### src/rtl/mdio_pkg.sv
package mdio_pkg;
  // register word offsets
  localparam int unsigned RA_MODE = 0;
  localparam int unsigned RA_CMD  = 1;
  localparam int unsigned RA_ADDR = 2;
  localparam int unsigned RA_TXD  = 3;
  localparam int unsigned RA_RXD  = 4;
  localparam int unsigned RA_STAT = 5;

  localparam int unsigned BODY_W   = 32;  // start..data, after preamble
  localparam int unsigned DATA_W   = 16;
  localparam int unsigned TA_POS   = 14;  // first turnaround bit in body
  localparam int unsigned DATA_POS = 16;  // first data bit in body

  // system clocks per MDC level
  function automatic logic [15:0] mdc_half(input logic [15:0] div);
    return (div < 16'd2) ? 16'd1 : (div >> 1);
  endfunction

  // frame body after the preamble, MSB first on the wire
  function automatic logic [BODY_W-1:0] frame_body(input logic rd,
                                                   input logic [4:0] pa,
                                                   input logic [4:0] ra,
                                                   input logic [DATA_W-1:0] d);
    return {2'b01, (rd ? 2'b10 : 2'b01), pa, ra,
            (rd ? 2'b11 : 2'b10), (rd ? {DATA_W{1'b1}} : d)};
  endfunction
endpackage

### src/rtl/mdio_clkgen.sv
module mdio_clkgen import mdio_pkg::*; #(
  parameter int DIV_W = 8
) (
  input  logic             clk,
  input  logic             rst_n,
  input  logic             hold,
  input  logic [DIV_W-1:0] div,
  output logic             mdc,
  output logic             tick,
  output logic             rise_tick,
  output logic             fall_tick
);
  logic [DIV_W-1:0] cnt;
  logic [DIV_W-1:0] half;

  assign half      = DIV_W'(mdc_half(16'(div)));
  assign tick      = !hold && (cnt >= half - DIV_W'(1));
  assign rise_tick = tick && !mdc;
  assign fall_tick = tick && mdc;

  always_ff @(posedge clk or negedge rst_n) begin
    if (!rst_n) begin
      cnt <= '0;
      mdc <= 1'b0;
    end else if (hold) begin
      cnt <= '0;
      mdc <= 1'b0;
    end else if (tick) begin
      cnt <= '0;
      mdc <= !mdc;
    end else begin
      cnt <= cnt + DIV_W'(1);
    end
  end
endmodule

### src/rtl/mdio_frame.sv
module mdio_frame import mdio_pkg::*; #(
  parameter int PRE_LEN = 32
) (
  input  logic              clk,
  input  logic              rst_n,
  input  logic              hold,
  input  logic              rise_tick,
  input  logic              fall_tick,
  input  logic              start,
  input  logic              start_rd,
  input  logic              no_pre,
  input  logic [4:0]        pa,
  input  logic [4:0]        ra,
  input  logic [DATA_W-1:0] wdata,
  input  logic              mdio_in,
  output logic              busy,
  output logic              done,
  output logic              is_rd,
  output logic              mdio_out,
  output logic              mdio_oe,
  output logic [DATA_W-1:0] rd_data
);
  localparam int TOT = PRE_LEN + BODY_W;
  localparam int CW  = $clog2(TOT + 1);

  logic [CW-1:0]     cnt;      // bits already placed on the wire
  logic [CW-1:0]     pre_len;
  logic [BODY_W-1:0] body;
  logic              last_bit, in_pre, release_now, sample_now;

  assign last_bit    = (cnt == pre_len + CW'(BODY_W));
  assign in_pre      = (cnt < pre_len);
  assign release_now = is_rd && (cnt >= pre_len + CW'(TA_POS));
  assign sample_now  = is_rd && (cnt > pre_len + CW'(DATA_POS));

  always_ff @(posedge clk or negedge rst_n) begin
    if (!rst_n) begin
      busy <= 1'b0; done <= 1'b0; is_rd <= 1'b0;
      mdio_out <= 1'b0; mdio_oe <= 1'b0;
      cnt <= '0; pre_len <= '0; body <= '0; rd_data <= '0;
    end else begin
      done <= 1'b0;
      if (hold) begin
        busy <= 1'b0; mdio_oe <= 1'b0; mdio_out <= 1'b0; cnt <= '0;
      end else if (start && !busy) begin
        busy    <= 1'b1;
        cnt     <= '0;
        is_rd   <= start_rd;
        pre_len <= no_pre ? '0 : CW'(PRE_LEN);
        body    <= frame_body(start_rd, pa, ra, wdata);
      end else if (busy && fall_tick) begin
        if (last_bit) begin
          busy <= 1'b0; done <= 1'b1; mdio_oe <= 1'b0; mdio_out <= 1'b0;
        end else begin
          cnt <= cnt + CW'(1);
          if (in_pre) begin
            mdio_out <= 1'b1;
            mdio_oe  <= 1'b1;
          end else begin
            mdio_out <= body[BODY_W-1];
            mdio_oe  <= !release_now;
            body     <= {body[BODY_W-2:0], 1'b0};
          end
        end
      end else if (busy && rise_tick && sample_now) begin
        rd_data <= {rd_data[DATA_W-2:0], mdio_in};
      end
    end
  end
endmodule

### src/rtl/mgmt_mdio_ctrl.sv
module mgmt_mdio_ctrl import mdio_pkg::*; #(
  parameter int DIV_W   = 8,
  parameter int PRE_LEN = 32,
  parameter int AW      = 3
) (
  input  logic          clk,
  input  logic          rst_n,
  input  logic          reg_wr,
  input  logic [AW-1:0] reg_addr,
  input  logic [31:0]   reg_wdata,
  output logic [31:0]   reg_rdata,
  output logic          mdc,
  input  logic          mdio_in,
  output logic          mdio_out,
  output logic          mdio_oe
);
  logic [DIV_W-1:0]  div_q;
  logic              nopre_q, soft_rst;
  logic [2:0]        cmd_q, cmd_prev, cmd_rise;
  logic [4:0]        phy_q, rga_q;
  logic [DATA_W-1:0] txd_q, rx_q, eng_rd;
  logic              link_fail, nvalid, scan_act;
  logic              mdc_tick, rise_tick, fall_tick;
  logic              eng_busy, eng_done, eng_is_rd;
  logic              busy_all, launch_new, relaunch, eng_start, eng_start_rd, new_scan;
  logic              unused_wbits;

  assign unused_wbits = ^reg_wdata[31:16];

  // command sequencing: edge-triggered, write > read > scan
  assign cmd_rise     = cmd_q & ~cmd_prev;
  assign busy_all     = eng_busy || scan_act;
  assign launch_new   = !busy_all && (|cmd_rise);
  assign relaunch     = scan_act && eng_done && cmd_q[0];
  assign eng_start    = !soft_rst && (launch_new || relaunch);
  assign eng_start_rd = relaunch || !cmd_rise[2];
  assign new_scan     = (cmd_rise[2:1] == 2'b00);

  mdio_clkgen #(.DIV_W(DIV_W)) u_clk (
    .clk(clk), .rst_n(rst_n), .hold(soft_rst), .div(div_q),
    .mdc(mdc), .tick(mdc_tick), .rise_tick(rise_tick), .fall_tick(fall_tick)
  );

  mdio_frame #(.PRE_LEN(PRE_LEN)) u_frame (
    .clk(clk), .rst_n(rst_n), .hold(soft_rst),
    .rise_tick(rise_tick), .fall_tick(fall_tick),
    .start(eng_start), .start_rd(eng_start_rd), .no_pre(nopre_q),
    .pa(phy_q), .ra(rga_q), .wdata(txd_q), .mdio_in(mdio_in),
    .busy(eng_busy), .done(eng_done), .is_rd(eng_is_rd),
    .mdio_out(mdio_out), .mdio_oe(mdio_oe), .rd_data(eng_rd)
  );

  always_ff @(posedge clk or negedge rst_n) begin
    if (!rst_n) begin
      div_q <= '0; nopre_q <= 1'b0; soft_rst <= 1'b0;
      cmd_q <= '0; cmd_prev <= '0; phy_q <= '0; rga_q <= '0;
      txd_q <= '0; rx_q <= '0;
      link_fail <= 1'b0; nvalid <= 1'b0; scan_act <= 1'b0;
    end else begin
      cmd_prev <= cmd_q;
      if (reg_wr) begin
        if (reg_addr == AW'(RA_MODE)) begin
          div_q    <= reg_wdata[DIV_W-1:0];
          nopre_q  <= reg_wdata[8];
          soft_rst <= reg_wdata[9];
        end
        if (reg_addr == AW'(RA_CMD))  cmd_q <= reg_wdata[2:0];
        if (reg_addr == AW'(RA_ADDR)) begin
          phy_q <= reg_wdata[4:0];
          rga_q <= reg_wdata[12:8];
        end
        if (reg_addr == AW'(RA_TXD))  txd_q <= reg_wdata[DATA_W-1:0];
      end
      if (eng_done && eng_is_rd) rx_q <= eng_rd;
      if (soft_rst) begin
        scan_act <= 1'b0;
        nvalid   <= 1'b0;
      end else if (eng_start && launch_new) begin
        scan_act <= new_scan;
        nvalid   <= new_scan;
      end else if (eng_done && scan_act) begin
        nvalid    <= 1'b0;
        link_fail <= !eng_rd[2];
        if (!cmd_q[0]) scan_act <= 1'b0;
      end
    end
  end

  always_comb begin
    reg_rdata = '0;
    if (reg_addr == AW'(RA_MODE))
      reg_rdata = 32'(div_q) | (32'(nopre_q) << 8) | (32'(soft_rst) << 9);
    if (reg_addr == AW'(RA_CMD))  reg_rdata = 32'(cmd_q);
    if (reg_addr == AW'(RA_ADDR)) reg_rdata = 32'(phy_q) | (32'(rga_q) << 8);
    if (reg_addr == AW'(RA_TXD))  reg_rdata = 32'(txd_q);
    if (reg_addr == AW'(RA_RXD))  reg_rdata = 32'(rx_q);
    if (reg_addr == AW'(RA_STAT)) reg_rdata = {29'd0, nvalid, busy_all, link_fail};
  end
endmodule

### config.mk
export PLATFORM = sky130hd
export DESIGN_NAME = mgmt_mdio_ctrl
export DESIGN_NICKNAME = d
export VERILOG_FILES = /design/src/rtl/mdio_pkg.sv /design/src/rtl/mdio_clkgen.sv /design/src/rtl/mdio_frame.sv /design/src/rtl/mgmt_mdio_ctrl.sv
export SDC_FILE = /design/constraint.sdc
export NUM_CORES = 1
export LEC_CHECK = 0
export BUFFER_PORTS_ARGS = -buffer_cell sky130_fd_sc_hd__buf_2
export CAP_MARGIN = 10
export CORE_MARGIN = 3
export CORE_UTILIZATION = 58
export DETAILED_ROUTE_END_ITERATION = 8
export HOLD_SLACK_MARGIN = 0.1
export PLACE_DENSITY = 0.79
export SYNTH_ARGS = -nofsm -noshare
export SYNTH_HDL_FRONTEND = slang
export SYNTH_SLANG_ARGS = --single-unit
export TNS_END_PERCENT = 30
### constraint.sdc
create_clock -name clk -period 4.2 [get_ports clk]
set_input_delay 0.84 -clock clk [delete_from_list [all_inputs] [get_ports clk]]
set_output_delay 0.84 -clock clk [all_outputs]
set_load 0.05 [all_outputs]
## Word level (Yosys, flattened, before mapping)

Cells that the tools add are included.

- Bits in registers: 137
- Input bits: 39
- Output and inout port bits: 35
- Word-level logic and storage cells: 148

- $add $sub $neg: 6
- Order comparisons: 5
- Eq/ne operators: 11
- Multiplexer cells: 48
- Bitwise operators: 9
- Reductions and logical operators: 46

Operator list:

| operator | count |
|---|---|
| $mux 32 | 9 |
| $mux 7 | 5 |
| $mux 1 | 28 |
| $reduce_and 2->1 | 9 |
| $mux 16 | 1 |
| $mux 8 | 2 |
| $logic_and 1x1->1 | 15 |
| $or 5x13->13 | 1 |
| $mux 10 | 1 |
| $or 9x10->10 | 1 |
| $or 8x9->9 | 1 |
| $reduce_bool 3->1 | 3 |
| $add 8x1->8 const B | 1 |
| $ge 8x8->1 | 1 |
| $lt 8x2->1 const B | 1 |
| $reduce_and 4->1 | 2 |
| $sub 8x1->8 const B | 1 |
| $add 7x1->7 const B | 1 |
| $add 7x4->7 const B | 1 |
| $add 7x5->7 const B | 1 |
| $add 7x6->7 const B | 1 |
| $eq 7x7->1 | 1 |
| $ge 7x7->1 | 1 |
| $gt 7x7->1 | 1 |
| 19 further kinds | 36 |

## Longest topological paths before layout

- Word-level depth: 10
- Gate-level depth with buffers: 13
- Depth with buffers taken out: 12

## By module

A second synthesis with hierarchy kept.

- Cell total of the unflattened synthesis: 563
- Area, all modules: 6,642.6 um^2

Modules (own cells, without submodules):

| module | times used | cells each | area an instance (um^2) | sequential area each (um^2) |
|---|---|---|---|---|
| mgmt_mdio_ctrl | 1 | 224 | 2,981.6 | 1,526.5 |
| mdio_frame | 1 | 260 | 2,932.8 | 1,526.5 |
| mdio_clkgen | 1 | 79 | 728.2 | 225.2 |

## Worst setup path after synthesis

No wires, ideal clock.

- Path type: input-to-output
- Start point: input reg_addr[2]
- End point: output reg_rdata[7]
- Data arrival time: 2,720 ps
- Data required time: 3,360 ps
- Path slack: 640 ps
- Stages: 4
- Buffers on the path: 2
- Path through: clkbuf_1 buf_1 mux2i_1 o21ai_0

- Word-level cells in the longest chain between the ends: 7
- Elaborated cells on any way between the ends: 12
- Those cells by class: eq/ne (5); mux (6); reduce/logical (1)

RTL lines:

| what | RTL line | text |
|---|---|---|
| from (decl) | mgmt_mdio_ctrl.sv:9 | `input logic [AW-1:0] reg_addr,` |
| $logic_not 3->1 | mgmt_mdio_ctrl.sv:91 | `if (reg_addr == AW'(RA_MODE))` |
| $mux 10 | mgmt_mdio_ctrl.sv:91 |  |
| $mux 32 | mgmt_mdio_ctrl.sv:93 | `if (reg_addr == AW'(RA_CMD)) reg_rdata = 32'(cmd_q);` |
| $mux 32 | mgmt_mdio_ctrl.sv:94 | `if (reg_addr == AW'(RA_ADDR)) reg_rdata = 32'(phy_q) \| (32'(rga_q) << 8);` |
| $mux 32 | mgmt_mdio_ctrl.sv:95 | `if (reg_addr == AW'(RA_TXD)) reg_rdata = 32'(txd_q);` |
| $mux 32 | mgmt_mdio_ctrl.sv:96 | `if (reg_addr == AW'(RA_RXD)) reg_rdata = 32'(rx_q);` |
| $mux 32 * | mgmt_mdio_ctrl.sv:97 | `if (reg_addr == AW'(RA_STAT)) reg_rdata = {29'd0, nvalid, busy_all, link_fail};` |
| to (decl) | mgmt_mdio_ctrl.sv:11 | `output logic [31:0] reg_rdata,` |

Mark *: on every way between the ends. The rest lies on a longest branch, timed or not.

## Worst setup path after layout

- Start point: register div_q[4]
- End point: register u_frame.cnt[5]

- Word-level cells in the longest chain between the ends: 9

RTL lines:

| what | RTL line | text |
|---|---|---|
| from (decl) | mgmt_mdio_ctrl.sv:17 | `logic [DIV_W-1:0] div_q;` |
| from (signal assigned) | mgmt_mdio_ctrl.sv:63 | `div_q <= reg_wdata[DIV_W-1:0];` |
| $lt 8x2->1 | mdio_pkg.sv:17 | `return (div < 16'd2) ? 16'd1 : (div >> 1);` |
| $mux 7 * | mdio_pkg.sv:17 |  |
| $sub 8x1->8 * | mdio_clkgen.sv:17 | `assign tick = !hold && (cnt >= half - DIV_W'(1));` |
| $ge 8x8->1 * | mdio_clkgen.sv:17 |  |
| $logic_and 1x1->1 * | mdio_clkgen.sv:17 |  |
| $logic_and 1x1->1 * | mdio_clkgen.sv:19 | `assign fall_tick = tick && mdc;` |
| $logic_and 1x1->1 * | mdio_frame.sv:51 | `end else if (busy && fall_tick) begin` |
| $reduce_bool 3->1 (no source line) * | n/a |  |
| $reduce_and 2->1 (no source line) * | n/a |  |
| to (signal assigned) | mdio_frame.sv:55 | `cnt <= cnt + CW'(1);` |
| to (decl) | mdio_frame.sv:26 | `logic [CW-1:0] cnt;` |

Marked as above.
A chain may end at the register's enable or synchronous reset.

==> qor.csv <==
metric;value;unit
outcome;complete, no violations;
critical path class;reg2reg;
Gate Count Post-Synth;580;
synth top area cells;dfrtp_1, mux2_2, nand2_1, ha_1, nor2_1;
max cap viols;0;
DR vias;4638;
antenna violations before repair;0;
post-synthesis async set-or-reset flop share;1.00;
die span in y;111;um
Routed WL per cell;18.8;um
TNS Setup;0;ns
cell-by-cell trace of the critical path;nor3_1 -> a21oi_1 -> ha_1 -> nand3b_1 -> xor2_1 -> ha_1 -> nand2_1 -> o41ai_4 -> nand4_1 -> o311ai_0 -> o41ai_1;
TritonRoute pass-1 iters;4;
Core ar.;10500;um2
pin count of the biggest net entering global routing;81;
area of the mapped netlist;6390;um2
# IOs;74;
vias in the first global route;4767;
CP peak stage delay;0.70;ns
number of buffers inserted by hold repair at cts;0;
Area growth syn-to-layout;13.1;%
clock root buffer;clkbuf_8;
Worst Hold Class;in2async;
post-synth top area share;0.513;
TritonCTS buffer count;17;
Die Width;111;um
Diodes inserted;0;
cell leakage power;3.46;nW
CP arrival;4.14;ns
Critical Path RT;4.58;ns
Setup WS post-layout;0.438;ns
Final nets;671;
worst-case clock buffer depth;2;
most frequent cells in the layout;dfrtp_1, mux2_2, nand2_1;
1st-iter DRT viols;385;
H-tree depth;4;
drt via density;6.06;
most common cell after layout, fill and taps aside;dfrtp_1;
multi-input combinational cell area;2870;um2
syn avg cell area;11.0;um2
final-report max-slew violation count;0;
first-pass GRT wire length;24100;um
# rows;37;
Detailed Route WL;14400;um
Tightest Pin Transition;0.961;ns
RSZ-0062 raised after global routing;no;
register bit total from synthesis;131;
endpoints failing setup;0;
max_slew headroom;0.356;
Seq/Total Area, Yosys;0.513;
DP Wirelength;9850;um
VDD IR-drop max;0.285;mV
Final Hold Vio Count;0;
post_cts resized;0;
Tot GR Track Use;0.243;
clock-pin slew on the worst setup and hold paths;0.06;ns
startpoint types;flop;
ANT nets after route;0;
Post-synth top flop;dfrtp_1;
Max Freq;0.266;GHz
Sink Count;131;
EDFF count, synth;0;
FF/Latch Area;3280;um2
Clock Latency Late Sink;0.52;ns
Pwr per Cell Area;566;nW/um2
crit end category;flop;
Tcrit/Tclk final;0.896;
DRC Markers;0;
Fill cells;734;
Buffers on Ports;41;
YS warnings;0;
crit path time final;3.76;ns
worst clock skew;0.00797;ns
Netlist cell types;56;
Die Footprint;12300;um2
post-synth top area cell;dfrtp_1;
layout cell share with drive strength beyond 1;0.264;
crit path max-delay cell type;o41ai_4;
cell mode on critical path;ha_1;
Setup WS pre-CTS;0.506;ns
CP Max Fanout;11;
Initial Util;0.608;
gpl congestion;0.833;
CTS tree;done;
Post-CTS Setup Inserts;0;
total global routing overflow;0;
-- metal layers --
metal,GRT usage,share of wire,vias up
li1,-,-,2112
met1,0.317,0.42,2344
met2,0.407,0.50,160
met3,0.0579,0.063,22
met4,0.0714,0.016,0
met5,0,0,-
-- state kept, by name, summed over array words and instances (netlist names), 3 cells and up --
signal,cells
rga_q,5
cmd_q,3
rx_q,16
u_frame.cnt,7
div_q,8
phy_q,5
u_clk.cnt,8
u_frame.body,32
cmd_prev,3
u_frame.rd_data,16
txd_q,16
-- layout make-up --
type	instances	share of cell area
Sequential cell	131	0.453
Multi-Input combinational cell	403	0.397
Clock buffer	18	0.0592
Timing Repair Buffer	51	0.0408
Tap cell	136	0.0235
Clock inverter	13	0.0190
Inverter	13	0.00675
-- cell usage after synthesis (all sizes together), types with 4 or more instances --
master	count
xnor2	4
nor2b	7
a22o	9
a211oi	4
nand2b	6
dfrtp	131
nand2	62
a21o	9
ha	15
inv	13
nor2	46
o21ai	18
a21oi	13
a22oi	4
o211ai	6
a31oi	17
and3	4
xor2	9
o22ai	5
mux2	71
nand3	19
buf	24
clkbuf	24
nor3	7
o21a	4
mux2i	12
-- final timing paths --
path / cells past startpoint / endpoint / slack [ns] / start
hold reg to reg: 0 / cmd_prev[2]$_DFF_PN0_ / 0.42 / cmd_q[2]$_DFFE_PN0P_
setup reg to reg: 11 / u_frame.cnt[5]$_DFFE_PN0P_ / 0.44 / div_q[4]$_DFFE_PN0P_
setup / recovery: 11 / u_frame.cnt[5]$_DFFE_PN0P_ / 0.44 / div_q[4]$_DFFE_PN0P_
hold / removal: 1 / u_frame.cnt[6]$_DFFE_PN0P_ / 0.36 / rst_n
min in group clk: 0 / cmd_prev[2]$_DFF_PN0_ / 0.42 / cmd_q[2]$_DFFE_PN0P_
max in group asynchronous: 2 / div_q[5]$_DFFE_PN0P_ / 3.00 / rst_n
-- metrics by stage --
step / util / power [mW] / hold slack (ns) / cells / area [um2]
6_report: 0.688 / 4.09 / 0.358 / 765 / 7230
5_1_grt: 0.688 / 4.29 / 0.399 / 765 / 7230
4_1_cts: 0.688 / 4.09 / 0.378 / 765 / 7230
3_5_place_dp: 0.634 / 2.66 / 0.413 / 734 / 6670
3_3_place_gp: 0.634 / 2.61 / 0.410 / 734 / 6670
2_1_floorplan: - / 2.42 / 0.379 / 595 / 6450
-- cell families (layout without fill, tap and decap cells) --
family,count (synthesis),after routing,share of synthesized area
AND/OR/NAND/NOR,169,169,0.125
flip-flops,131,131,0.513
AO/OA/AOI/OAI,104,104,0.115
multiplexers,85,85,0.151
buffers and inverters,61,95,0.0474
adder cells (fa/ha/maj),15,15,0.0294
XOR/XNOR,13,13,0.0178
other,2,17,0.00118
-- worst max-delay path, delay by kind of cell, from the launching register on --
| family | cells | cell delay, ns |
|---|---|---|
| xor gates and xnor gates | 1 | 0.08 |
| and+or+nand+nor | 4 | 1.12 |
| DFF | 1 | 0.44 |
| adders and majority gates | 2 | 0.53 |
| AOI/OAI and AO/OA | 4 | 1.45 |
-- power by group --
group          switching (mW)  internal, mW  total, mW
Sequential              0.250          1.52       1.77
Combinational           0.539         0.366      0.905
Clock                   0.560         0.853       1.41
No activity file was read; power rests on OpenSTA's default activity.
